[src/rtl/lamp_seq_pkg.sv]
// Shared helpers for the lamp sequencer.
// Assumes step 0 is the dark step and that each later step lights two more
// lamps than the one before it, capped at the number of lamps.
package lamp_seq_pkg;

    // Number of lamps lit at a given step of the cumulative pattern.
    function automatic int lit_count(input int step, input int lamps);
        int two_per_step;
        two_per_step = 2 * step;
        return (two_per_step > lamps) ? lamps : two_per_step;
    endfunction

endpackage

[src/rtl/seq_step_ctr.sv]
// Step register for the lamp sequencer.
// It moves forward one step on each edge where run_sw and tick_en are both
// high, and wraps after the last step. An edge with run_sw low clears it.
// The reset is synchronous and active low.
module seq_step_ctr #(
    parameter int STEPS = 4,
    parameter int SW    = (STEPS > 1) ? $clog2(STEPS) : 1
) (
    input  logic          clk,
    input  logic          rst_n,
    input  logic          run_sw,
    input  logic          tick_en,
    output logic [SW-1:0] step_q
);
    localparam logic [SW-1:0] LAST_STEP = SW'(STEPS - 1);
    localparam logic [SW-1:0] DARK_STEP = '0;

    logic [SW-1:0] step_d;

    // Work out the next step from the switch, the strobe and the current step.
    always_comb begin
        step_d = step_q;
        if (!run_sw)
            step_d = DARK_STEP;
        else if (tick_en)
            step_d = (step_q == LAST_STEP) ? DARK_STEP : step_q + SW'(1);
    end

    // Hold the step; a low reset forces the dark step.
    always_ff @(posedge clk) begin
        if (!rst_n)
            step_q <= DARK_STEP;
        else
            step_q <= step_d;
    end


    reset_dark_chk: assert property (@(posedge clk)
        !rst_n |=> step_q == DARK_STEP);


    off_clears_chk: assert property (@(posedge clk) disable iff (!rst_n)
        !run_sw |=> step_q == DARK_STEP);


    idle_hold_chk: assert property (@(posedge clk) disable iff (!rst_n)
        (run_sw && !tick_en) |=> $stable(step_q));


    wrap_chk: assert property (@(posedge clk) disable iff (!rst_n)
        (run_sw && tick_en && step_q == LAST_STEP) |=> step_q == DARK_STEP);


    advance_chk: assert property (@(posedge clk) disable iff (!rst_n)
        (run_sw && tick_en && step_q != LAST_STEP) |=> step_q == $past(step_q) + SW'(1));

endmodule

[src/rtl/seq_lamp_decode.sv]
// Turns the step number into the cumulative lamp pattern.
// Lamp i is lit when its index is below the lit count for the current step
// and the run switch is on. This block is purely combinational.
module seq_lamp_decode #(
    parameter int LAMPS = 5,
    parameter int SW    = 2
) (
    input  logic [SW-1:0]    step_q,
    input  logic             run_sw,
    output logic [LAMPS-1:0] lamp
);
    import lamp_seq_pkg::*;

    int lit_now;

    // Find how many lamps the current step lights.
    always_comb lit_now = lit_count(int'(step_q), LAMPS);

    // One comparator per lamp, all gated by the switch.
    for (genvar i = 0; i < LAMPS; i++) begin : g_lamp
        assign lamp[i] = run_sw && (i < lit_now);
    end

endmodule

[src/rtl/blink_sign_seq.sv]
// Top level of the blinking sign sequencer.
// The step register and the lamp decoder are wired together here.
// It assumes tick_en is a single-cycle strobe in the clk domain, or is tied
// high for full-rate stepping.
module blink_sign_seq #(
    parameter int LAMPS = 5,
    parameter int STEPS = 4
) (
    input  logic             clk,
    input  logic             rst_n,
    input  logic             run_sw,
    input  logic             tick_en,
    output logic [LAMPS-1:0] lamp
);
    localparam int SW = (STEPS > 1) ? $clog2(STEPS) : 1;

    logic [SW-1:0] step_q;

    seq_step_ctr #(.STEPS(STEPS), .SW(SW)) u_ctr (
        .clk     (clk),
        .rst_n   (rst_n),
        .run_sw  (run_sw),
        .tick_en (tick_en),
        .step_q  (step_q)
    );

    seq_lamp_decode #(.LAMPS(LAMPS), .SW(SW)) u_dec (
        .step_q (step_q),
        .run_sw (run_sw),
        .lamp   (lamp)
    );


    contiguous_lamps_chk: assert property (@(posedge clk) disable iff (!rst_n)
        ((lamp + LAMPS'(1)) & lamp) == '0);


    blank_when_off_chk: assert property (@(posedge clk) disable iff (!rst_n)
        !run_sw |-> lamp == '0);

endmodule

[config.mk]
export PLATFORM = sky130hd
export DESIGN_NAME = blink_sign_seq
export DESIGN_NICKNAME = d
export VERILOG_FILES = /design/src/rtl/lamp_seq_pkg.sv /design/src/rtl/seq_step_ctr.sv /design/src/rtl/seq_lamp_decode.sv /design/src/rtl/blink_sign_seq.sv
export SDC_FILE = /design/constraint.sdc
export NUM_CORES = 1
export LEC_CHECK = 0
export BUFFER_PORTS_ARGS = -buffer_cell sky130_fd_sc_hd__buf_2
export CORE_AREA = 2 2 39 41
export CTS_CLUSTER_DIAMETER = 100
export DETAILED_ROUTE_END_ITERATION = 8
export DIE_AREA = 0 0 41 43
export MAX_ROUTING_LAYER = met4
export PLACE_DENSITY = 0.34
export SYNTH_ARGS = -nofsm -noshare
export SYNTH_HDL_FRONTEND = slang
export SYNTH_SLANG_ARGS = --single-unit
[constraint.sdc]
create_clock -name clk -period 1.4 [get_ports clk]
set_clock_uncertainty 0.05 [all_clocks]
set_input_delay 0.21 -clock clk [delete_from_list [all_inputs] [get_ports clk]]
set_output_delay 0.21 -clock clk [all_outputs]
set_load 0.05 [all_outputs]
* Word level (Yosys, flattened, before mapping)
Cells that the tools add are included.
** Operators by class
- Muxes and demuxes :: 2
- Order comparisons :: 6
- Equal/unequal tests :: 1
- $add $sub $neg :: 1
- $mul :: 0
- Shifts and indexed selects :: 0
- Reductions and logical operators :: 6
- Divide/modulo/power cells :: 0
- Bitwise gates (word level) :: 0
** Operator list (count)
- $lt A3 B32 Y1 const A :: 2
- $lt A1 B32 Y1 const A :: 1
- $lt A2 B32 Y1 const A :: 1
- $lt A4 B32 Y1 const A :: 1
- $logic_and A1 B1 Y1 :: 5
- $gt A3 B3 Y1 const B :: 1
- $mux W3 :: 1
- $add A2 B1 Y2 const B :: 1
- $eq A2 B2 Y1 const B :: 1
- $mux W2 :: 1
- $reduce_and A2 Y1 :: 1
** Storage, ports and cells
- ROM bits :: 0
- Bits in writable memories :: 0
- Memories :: 0
- Register bits after elaboration :: 2
- Latch bits :: 0
- Output and inout port bits :: 5
- Input port bits :: 4

* Logic depth before layout (Yosys ltp)
Gate-level depths: netlist of the first run.
- Depth after elaboration :: 4
- Mapped depth :: 4
- Depth with buffers taken out :: 4

* Modules after synthesis
Synthesis of the first run repeated with hierarchy kept, for this count alone.
** Unflattened totals
- Cells, all modules :: 14
- Area total of the unflattened synthesis :: 130.1 µm²
** Modules (own cells, without submodules)
- seq_step_ctr :: cells each 9, times used 1, area each 93.8 µm², seq. area each 40.0 µm²
- seq_lamp_decode :: cells each 5, times used 1, area each 36.3 µm², seq. area each 0.0 µm²

* Least setup slack after synthesis of the first run
Ideal clock, no wire load.
- Kind :: register to output
- Start point :: reg u_ctr.step_q[0]
- End point :: out lamp[1]
- Required time :: 1.140 ns
- Setup slack :: -0.520 ns
- Stages on the path, launching flop included :: 5
- Buffers on the path :: 1
- Arrival time :: 1.660 ns
- Cells stage by stage :: dfxtp_1 -> inv_1 -> ha_1 -> nor2b_1 -> buf_4
** Between the ends
- Cells in the longest elaborated chain, start to end :: 4
** RTL lines
- start, declared :: line seq_step_ctr.sv:13 : output logic [SW-1:0] step_q
- start signal, assigned :: line seq_step_ctr.sv:34 : step_q <= step_d;
- $gt A3 B3 Y1 :: line lamp_seq_pkg.sv:10 : return (two_per_step > lamps) ? lamps : two_per_step;
- $mux W3 (*) :: line lamp_seq_pkg.sv:10
- $lt A2 B32 Y1 (*) :: line seq_lamp_decode.sv:21 : assign lamp[i] = run_sw && (i < lit_now);
- $logic_and A1 B1 Y1 (*) :: line seq_lamp_decode.sv:21
- end, declared :: line blink_sign_seq.sv:13 : output logic [LAMPS-1:0] lamp
Every way passes the cells marked *; elsewhere a longest branch is shown, timed or not.

* Worst setup path in the final report of the first run
- Start point :: reg u_ctr.step_q[0]
- End point :: out lamp[2]
** Between the ends
- Cells in the longest elaborated chain, start to end :: 4
** RTL lines (line)
- $gt A3 B3 Y1 :: lamp_seq_pkg.sv:10
- $mux W3 (*) :: lamp_seq_pkg.sv:10
- $lt A3 B32 Y1 (*) :: seq_lamp_decode.sv:21
- $logic_and A1 B1 Y1 (*) :: seq_lamp_decode.sv:21
Marks and branches as above.

==> results.sh, run 1 <==
export IMPL_leakagePower_nw=0.145
export IMPL_yosysSeqAreaShare=0.248
export IMPL_synth_top_area_frac=0.248
export IMPL_synth_distinct_cells=13
export IMPL_cp_endpoint="lamp[2]"
export IMPL_synth_commonest_cells="3 x ha_1, 2 x buf_4, 2 x dfxtp_1, 2 x inv_1"
export IMPL_synth_edff_count=0
export IMPL_worstMarginPinSlew_ns=0.249
export IMPL_hold_class="in2reg"
export IMPL_worstSetupStartpoint="u_ctr.step_q[0]$_SDFFE_PN0P_"
export IMPL_path_max_fanout=4
export IMPL_max_clock_path_buffers=2
export IMPL_diodes=0
export IMPL_critical_path_class="reg2out"
export IMPL_largest_register="u_ctr.step_q"
export IMPL_timing_final_crit_period_ns=1.38
export IMPL_grt_max_degree=6
export IMPL_worstReg2RegEnd="u_ctr.step_q[0]$_SDFFE_PN0P_"
export IMPL_avgRoutedWirePerCell_um=8.33
export IMPL_antenna_found_initial=0
export IMPL_synth_most_common_cell="ha_1"
export IMPL_final_nets=38
export IMPL_syn_cell_area_sq_um=161
export IMPL_start_kind="flop"
export IMPL_pre_cts_slack_ns=0.109
export IMPL_end_kind="primary output"
export IMPL_cp_arrival_ns=1.12
export IMPL_hold_viol_final=0
export IMPL_placed_cells=40
export IMPL_drv_cap=0
export IMPL_gp_congestion=0.545
export IMPL_numCtsBuffers=3
export IMPL_maxClockFrequency_mhz=725
export IMPL_slew_violations=0
export IMPL_required_ns=1.14
export IMPL_setup_viol=0
export IMPL_status="complete, no violations"
export IMPL_synth_fp_nets=25
export IMPL_rows=14
export IMPL_powerDensity_mw_per_mm2=732
export IMPL_dr_pass1_iters=2
export IMPL_grt_overflow_total=0
export IMPL_clk_insertion_delay_late_ns=0.22
export IMPL_start_util=0.117
export IMPL_rsz0062_at_grt="yes"
export IMPL_syn2layout_area_growth_pct=93.0
export IMPL_synth_seq_cells=2
export IMPL_grt_usage=0.0585
export IMPL_die_area_sq_mm=0.00176
export IMPL_top_regs="u_ctr.step_q: 2 flops"
export IMPL_die_width_um=41
export IMPL_grt_pass1_wl_um=607
export IMPL_core_area_sq_mm=0.00138
export IMPL_h_tree_depth=1
export IMPL_r2r_start="u_ctr.step_q[0]$_SDFFE_PN0P_"
export IMPL_synthArstFlopShare=0
export IMPL_reg2reg_depth=3
export IMPL_drcViolationCount=0
export IMPL_root_buffer="clkbuf_4"
export IMPL_layout_setup_ws_ns=0.0210
export IMPL_synth_main_ff_cell="dfxtp_1"
export IMPL_clock_sinks=2
export IMPL_clkTransAtPathRegs_ns=0.03
export IMPL_place_hpwl_um=236
export IMPL_syn_inst=18
export IMPL_ir_worst_vdd_uv=226
export IMPL_utilization=0.225
export IMPL_num_vias=153
export IMPL_io_pins=9
export IMPL_drtAntennaViolNets=0
export IMPL_final_layout_size_suffix_gt1_frac=0.690
export IMPL_synth_top_cell_by_area="dfxtp_1"
export IMPL_timing_final_crit_share=0.985
export IMPL_ys_warn_count=0
export IMPL_cts_tree="done"
export IMPL_viasPerCell=3.40
export IMPL_io_buffers=8
export IMPL_grt_pass1_vias=159
export IMPL_synth_avg_cell_area_sq_um=8.97
export IMPL_largest_register_ffs=2
export IMPL_timing_hold_ws_ns=0.215
export IMPL_tns_ns=0
export IMPL_drtIter0Drc=3
export IMPL_wl_um=375
export IMPL_synth_area_leaders="dfxtp_1 25%, ha_1 23%, buf_4 9.3%"
export IMPL_relSlewSlack=0.835
export IMPL_final_cells=45
export IMPL_r2r_slack_ns=0.26
export IMPL_die_height_um=43
-- critical path, cell delays in order (launching register included) --
cell     delay, ns
dfxtp_4       0.34
ha_2          0.19
o21a_4        0.21
buf_8         0.15
-- cell type report --
cell class / instances / area (sq um)
fillers: 152 / 1070
well taps: 16 / 20.0
multi-input cells: 12 / 119
clock buffers: 3 / 22.5
repair buffers: 10 / 95.1
flip-flops and latches: 2 / 47.5
inverters: 2 / 7.51
-- routing by layer --
layer  vias up  GRT usage  wire (um)
li1         79          -          -
met1        65     0.0669        177
met2         9     0.0656        160
met3         0     0.0157         37
met4         0     0.0800          0
met5         -          -          0
-- through the flow --
step | power (mW) | instance area (sq um)
after CTS | 0.238 | 282
after floorplan | 0.0858 | 170
after detailed placement | 0.0939 | 215
after global routing | 0.242 | 312
final | 0.228 | 312
after global placement | 0.0933 | 215
-- how the worst min path moves through the flow --
stage          startpoint                      endpoint  slack [ns]  cells after the start
5_1_grt             rst_n  u_ctr.step_q[0]$_SDFFE_PN0P_        0.23                      3
4_1_cts             rst_n  u_ctr.step_q[0]$_SDFFE_PN0P_        0.21                      3
2_1_floorplan      run_sw  u_ctr.step_q[0]$_SDFFE_PN0P_        0.31                      2
3_5_place_dp      tick_en  u_ctr.step_q[1]$_SDFFE_PN0P_        0.46                      3
3_3_place_gp        rst_n  u_ctr.step_q[0]$_SDFFE_PN0P_        0.44                      3
6_report            rst_n  u_ctr.step_q[0]$_SDFFE_PN0P_        0.22                      3
-- report_power, final --
| part | internal [mW] | total (mW) | switching, mW |
|---|---|---|---|
| logic | 0.0203 | 0.0419 | 0.0216 |
| registers | 0.0567 | 0.0589 | 0.00216 |
| clock network | 0.0945 | 0.127 | 0.0327 |
| total | 0.172 | 0.228 | 0.0565 |
-- placed cells by master (no fill, tap or decap), drive strengths merged --
cell,count
buf,10
clkbuf,3
ha,3
inv,2
dfxtp,2
and2,1
nor2b,1
nand2,1
mux2i,1
nor2,1
or3b,1
nand2b,1
a21oi,1
o21a,1
-- cell families (layout without fill, tap and decap cells) --
group,count (synthesis),count (layout),share of synthesized area
DFF,2,2,0.248
muxes,1,1,0.0620
buffers and inverters,4,15,0.140
and+or+nand+nor,6,6,0.217
AOI/OAI and AO/OA,2,2,0.101
adders and majority gates,3,3,0.233
-- repair_timing --
item                                    4_1_cts  5_1_grt
setup buffers                                 1        1
resized for setup                            13        6
hold buffers                                  0        0
endpoints found under the hold margin         0        0
pin swaps                                     1        2
endpoints found under the setup margin        5        4
(Power assumes the default switching activity.)
==> run 2, diff against run 1 <==
ABC_AREA = 1   (was not set)
PLACE_DENSITY = 0.35   (was 0.34)
==> run 2 against run 1 <==
Critical path depth increased by 1; clock power about the same; wire length down 11%; sequential share of layout area shrank 0.57 points; utilization down 0.36 points; register-to-register slack better by 0.13 ns; combinational power grew 6.4%; largest cell class unchanged.
==> results.sh, run 2 <==
export IMPL_status="complete, no violations"
export IMPL_drtIter0Drc=2
export IMPL_synth_top_area_frac=0.242
export IMPL_largest_register_ffs=2
export IMPL_switching_share=0.257
export IMPL_end_kind="primary output"
export IMPL_grt_max_degree=6
export IMPL_antenna_found_initial=0
export IMPL_h_tree_depth=1
export IMPL_clk_insertion_delay_late_ns=0.22
export IMPL_synth_seq_cells=2
export IMPL_max_clock_path_buffers=2
export IMPL_num_vias=174
export IMPL_cp_arrival_ns=1.10
export IMPL_layout_setup_ws_ns=0.0393
export IMPL_avgRoutedWirePerCell_um=6.57
export IMPL_start_util=0.119
export IMPL_grt_usage=0.0534
export IMPL_pwr_share_seq=0.263
export IMPL_synth_most_common_cell="inv_1"
export IMPL_ys_warn_count=0
export IMPL_cts_tree="done"
export IMPL_timing_final_crit_period_ns=1.36
export IMPL_timing_hold_ws_ns=0.183
export IMPL_wl_um=335
export IMPL_maxClockFrequency_mhz=735
export IMPL_hold_viol_final=0
export IMPL_power_mw=0.231
export IMPL_top_regs="u_ctr.step_q: 2 flops"
export IMPL_hold_class="in2reg"
export IMPL_gp_congestion=0.632
export IMPL_clock_sinks=2
export IMPL_utilization=0.222
export IMPL_syn2layout_area_growth_pct=85.6
export IMPL_required_ns=1.14
export IMPL_critical_path_class="reg2out"
export IMPL_cts_hold_buf=0
export IMPL_core_area_sq_mm=0.00138
export IMPL_syn_cell_area_sq_um=165
export IMPL_final_layout_size_suffix_gt1_frac=0.629
export IMPL_dr_pass1_iters=2
export IMPL_grt_overflow_total=0
export IMPL_viasPerCell=3.41
export IMPL_drcViolationCount=0
export IMPL_synth_avg_cell_area_sq_um=6.88
export IMPL_tns_ns=0
export IMPL_die_width_um=41
export IMPL_io_pins=9
export IMPL_path_max_fanout=4
export IMPL_synth_area_leaders="dfxtp_1 24%, ha_1 23%, inv_1 14%"
export IMPL_clkTransAtPathRegs_ns=0.03
export IMPL_synth_fp_nets=31
export IMPL_synth_distinct_cells=9
export IMPL_numCtsBuffers=3
export IMPL_die_height_um=43
export IMPL_leakagePower_nw=0.151
export IMPL_grt_pass1_vias=140
export IMPL_io_buffers=8
export IMPL_ir_worst_vdd_uv=299
export IMPL_slew_violations=0
export IMPL_root_buffer="clkbuf_4"
export IMPL_pwr_share_clk=0.544
export IMPL_relSlewSlack=0.836
export IMPL_largest_register="u_ctr.step_q"
export IMPL_drv_cap=0
export IMPL_place_hpwl_um=261
export IMPL_final_nets=44
export IMPL_rows=14
export IMPL_n_fill_cell=154
export IMPL_pre_cts_slack_ns=0.142
export IMPL_synthArstFlopShare=0
export IMPL_final_common_cell="nand2_1"
export IMPL_die_area_sq_mm=0.00176
export IMPL_setup_viol=0
export IMPL_worstMarginPinSlew_ns=0.247
export IMPL_powerDensity_mw_per_mm2=754
export IMPL_drtAntennaViolNets=0
export IMPL_synth_edff_count=0
export IMPL_synth_main_ff_cell="dfxtp_1"
export IMPL_timing_final_crit_share=0.972
export IMPL_layout_common_cells="5 x nand2_1, 4 x buf_2, 3 x inv_2, 3 x inv_1, 3 x clkbuf_4"
export IMPL_p_switching_mw=0.0594
export IMPL_syn_inst=24
export IMPL_pwr_share_comb=0.193
export IMPL_yosysSeqAreaShare=0.242
export IMPL_diodes=0
export IMPL_start_kind="flop"
export IMPL_synth_top_cell_by_area="dfxtp_1"
export IMPL_intPower_mw=0.172
export IMPL_synth_commonest_cells="6 x inv_1, 5 x nand2_1, 3 x ha_1"
export IMPL_grt_pass1_wl_um=531
[run 2: through the flow]
stage                     instance area, sq um  cells
after floorplan                            193     24
after global placement                     230     46
after detailed placement                   230     46
after CTS                                  279     49
after global routing                       307     51
final                                      307     51
[run 2: power groups by stage]
stage               clock network (mW)  registers [mW]  logic [mW]
finish                           0.126          0.0608      0.0446
global route                     0.136          0.0612      0.0489
CTS                              0.133          0.0622      0.0392
detailed placement                   0          0.0629      0.0347
global placement                     0          0.0628      0.0353
floorplan                            0          0.0623      0.0274
[run 2: per-layer routing]
| layer | track usage | wire length (um) | vias to the layer above |
|---|---|---|---|
| met5 | - | 0 | - |
| met4 | 0.0600 | 0 | 0 |
| met3 | 0.0471 | 54 | 0 |
| met2 | 0.0500 | 128 | 9 |
| met1 | 0.0575 | 152 | 72 |
| li1 | - | - | 93 |
[run 2: final cells by class]
type                       instances  area [sq um]  area share
clock buffer                       3          22.5      0.0735
sequential                         2          45.0       0.147
multi-input combinational         14           109       0.355
timing repair buffer              10          87.6       0.286
inverter                           6          22.5      0.0735
tap                               16          20.0      0.0653
[run 2: logic make-up (layout without fill, tap and decap cells)]
family,count (synthesis),after routing,share of synthesized area
and+or+nand+nor,8,8,0.189
buffers and inverters,8,19,0.227
adders and majority gates,3,3,0.227
AOI/OAI and AO/OA,3,3,0.114
DFF,2,2,0.242
[run 2: worst paths after layout]
kind,depth (start not counted),endpoint,slack [ns],from
worst max-delay path,4,lamp[1],0.04,u_ctr.step_q[1]$_SDFFE_PN0P_
worst min-delay path,3,u_ctr.step_q[1]$_SDFFE_PN0P_,0.18,rst_n
worst max register to register,4,u_ctr.step_q[1]$_SDFFE_PN0P_,0.39,u_ctr.step_q[1]$_SDFFE_PN0P_
worst min register to register,3,u_ctr.step_q[0]$_SDFFE_PN0P_,0.55,u_ctr.step_q[0]$_SDFFE_PN0P_
[run 2: what timing repair did]
| action | CTS | global route |
|---|---|---|
| buffers inserted | 0 | 2 |
| gates resized for setup | 9 | 6 |
| pin swaps | 0 | 1 |
| setup endpoints to repair | 4 | 4 |
[run 2: critical path: stages (launching register included)]
cell and delay (ns):
dfxtp_2 0.34, inv_2 0.06, ha_2 0.18, nor2_4 0.14, buf_8 0.16
==> run 3, diff against run 2 <==
--- a/config.mk
+++ b/config.mk
@@ -14,4 +14,5 @@
 export MAX_ROUTING_LAYER = met4
 export PLACE_DENSITY = 0.35
+export SLEW_MARGIN = 15
 export SYNTH_ARGS = -nofsm -noshare
 export SYNTH_HDL_FRONTEND = slang
==> constraint.sdc (replaced) <==
create_clock -name clk -period 1.4 [get_ports clk]
set_clock_uncertainty 0.05 [all_clocks]
set_input_delay 0.28 -clock clk [delete_from_list [all_inputs] [get_ports clk]]
set_output_delay 0.28 -clock clk [all_outputs]
set_load 0.05 [all_outputs]
==> run 3 against run 2 <==
The run now ends with setup timing left; critical path depth unchanged; sequential share of layout area down 0.83 points; via count rose by 3.4%; critical endpoint is now lamp[2]; sequential power is essentially flat; highest routed layer unchanged; maximum frequency decreased by 4.3%; register-to-register slack barely moved; power rose by 0.75%.
==> results.sh, run 3 (synthesized netlist as in run 2, its figures left out) <==
export IMPL_pwr_share_clk=0.536
export IMPL_clk_insertion_delay_late_ns=0.22
export IMPL_timing_final_crit_share=1.02
export IMPL_path_max_fanout=4
export IMPL_ir_worst_vdd_uv=215
export IMPL_io_buffers=8
export IMPL_worst_path_buf_inv=2
export IMPL_max_clock_path_buffers=2
export IMPL_core_area_sq_mm=0.00138
export IMPL_pwr_share_comb=0.204
export IMPL_diodes=0
export IMPL_clock_sinks=2
export IMPL_wl_um=444
export IMPL_fin_area_sq_um=343
export IMPL_end_kind="primary output"
export IMPL_drcViolationCount=0
export IMPL_reg2reg_depth=5
export IMPL_switching_share=0.264
export IMPL_grt_max_degree=6
export IMPL_leakagePower_nw=0.153
export IMPL_antenna_found_initial=0
export IMPL_cp_arrival_ns=1.09
export IMPL_required_ns=1.07
export IMPL_drtIter0Drc=5
export IMPL_largest_register_ffs=2
export IMPL_root_buffer="clkbuf_4"
export IMPL_drv_cap=0
export IMPL_power_mw=0.233
export IMPL_n_fill_cell=150
export IMPL_final_common_cell="nand2_1"
export IMPL_timing_final_crit_period_ns=1.42
export IMPL_rows=14
export IMPL_start_util=0.119
export IMPL_intPower_mw=0.172
export IMPL_place_hpwl_um=272
export IMPL_crit_path_cell_trace="ha_4 > inv_4 > a21oi_4 > buf_6"
export IMPL_top_regs="u_ctr.step_q: 2 flops"
export IMPL_worstMarginPinSlew_ns=0.170
export IMPL_utilization=0.248
export IMPL_cp_num_cells=4
export IMPL_num_vias=180
export IMPL_die_width_um=41
export IMPL_cts_tree="done"
export IMPL_slew_violations=0
export IMPL_p_switching_mw=0.0614
export IMPL_cts_hold_buf=0
export IMPL_io_pins=9
export IMPL_setup_viol=4
export IMPL_hold_class="in2reg"
export IMPL_h_tree_depth=1
export IMPL_status="finished with violations"
export IMPL_syn2layout_area_growth_pct=108
export IMPL_grt_pass1_vias=165
export IMPL_critical_path_class="reg2out"
export IMPL_final_layout_size_suffix_gt1_frac=0.657
export IMPL_relSlewSlack=0.886
export IMPL_grt_usage=0.0718
export IMPL_viasPerCell=3.53
export IMPL_rsz0062_at_grt="yes"
export IMPL_drtAntennaViolNets=0
export IMPL_clkTransAtPathRegs_ns=0.03
export IMPL_numCtsBuffers=3
export IMPL_grt_pass1_wl_um=765
export IMPL_pre_cts_slack_ns=0.115
export IMPL_critical_path_top_delay_family="flip-flops"
export IMPL_violations="setup timing"
export IMPL_layout_setup_ws_ns=-0.0213
export IMPL_whs_path_depth=3
export IMPL_hold_viol_final=0
export IMPL_place_area_sq_um=231
export IMPL_avgRoutedWirePerCell_um=8.71
export IMPL_max_stage_delay_ns=0.38
export IMPL_layout_common_cells="5 x nand2_1, 3 x inv_1, 3 x clkbuf_4, 3 x buf_2, 3 x buf_6"
export IMPL_cpMaxStageDelayCell="dfxtp_4"
export IMPL_grt_overflow_total=0
export IMPL_die_height_um=43
export IMPL_start_kind="flop"
export IMPL_final_nets=44
export IMPL_die_area_sq_mm=0.00176
export IMPL_largest_register="u_ctr.step_q"
export IMPL_pwr_share_seq=0.260
export IMPL_gp_congestion=0.595
export IMPL_dr_pass1_iters=4
export IMPL_maxClockFrequency_mhz=704
export IMPL_powerDensity_mw_per_mm2=680
export IMPL_timing_hold_ws_ns=0.261
-- run 3: path summary, 6_finish.rpt --
kind	slack [ns]	to	startpoint
setup / recovery	-0.02	lamp[2]	u_ctr.step_q[1]$_SDFFE_PN0P_
hold / removal	0.26	u_ctr.step_q[1]$_SDFFE_PN0P_	rst_n
setup reg to reg	0.39	u_ctr.step_q[0]$_SDFFE_PN0P_	u_ctr.step_q[1]$_SDFFE_PN0P_
hold reg to reg	0.48	u_ctr.step_q[1]$_SDFFE_PN0P_	u_ctr.step_q[1]$_SDFFE_PN0P_
-- run 3: cell type report --
class                      count  area [sq um]  share of cell area
clock buffer                   3          22.5              0.0657
inverter                       6          27.5              0.0803
sequential                     2          47.5               0.139
tap                           16          20.0              0.0584
timing repair buffer          10          93.8               0.274
multi-input combinational     14           131               0.383
-- run 3: worst reg2reg max path, cell delays in order, from the launching register on --
cell and delay (ns):
dfxtp_4 0.38, ha_4 0.15, inv_4 0.04, buf_4 0.12, a21oi_1 0.12, nor2_1 0.05
-- run 3: stage by stage --
stage               TNS (ns)  instances
floorplan            -0.0537         24
global placement           0         46
detailed placement         0         46
CTS                   -0.191         50
global route          -0.246         51
finish               -0.0707         51
-- run 3: timing repair --
action                     4_1_cts  5_1_grt
setup buffers                    1        1
gates resized for setup         17        4
pin swaps                        2        3
setup endpoints to repair        5        5
-- run 3: power by group through the flow --
stage | Combinational (mW) | Clock [mW] | Sequential [mW]
final | 0.0474 | 0.125 | 0.0606
after global routing | 0.0523 | 0.144 | 0.0608
after CTS | 0.0429 | 0.139 | 0.0606
after detailed placement | 0.0352 | 0 | 0.0630
after global placement | 0.0352 | 0 | 0.0630
after floorplan | 0.0274 | 0 | 0.0624
-- run 3: layer usage --
metal  GRT usage  part of all wire  up-vias
met2      0.0719              0.46        9
met3      0.0314             0.077        0
met5           -                 0        -
li1            -                 -       93
met4      0.0800                 0        0
met1      0.0924              0.46       78
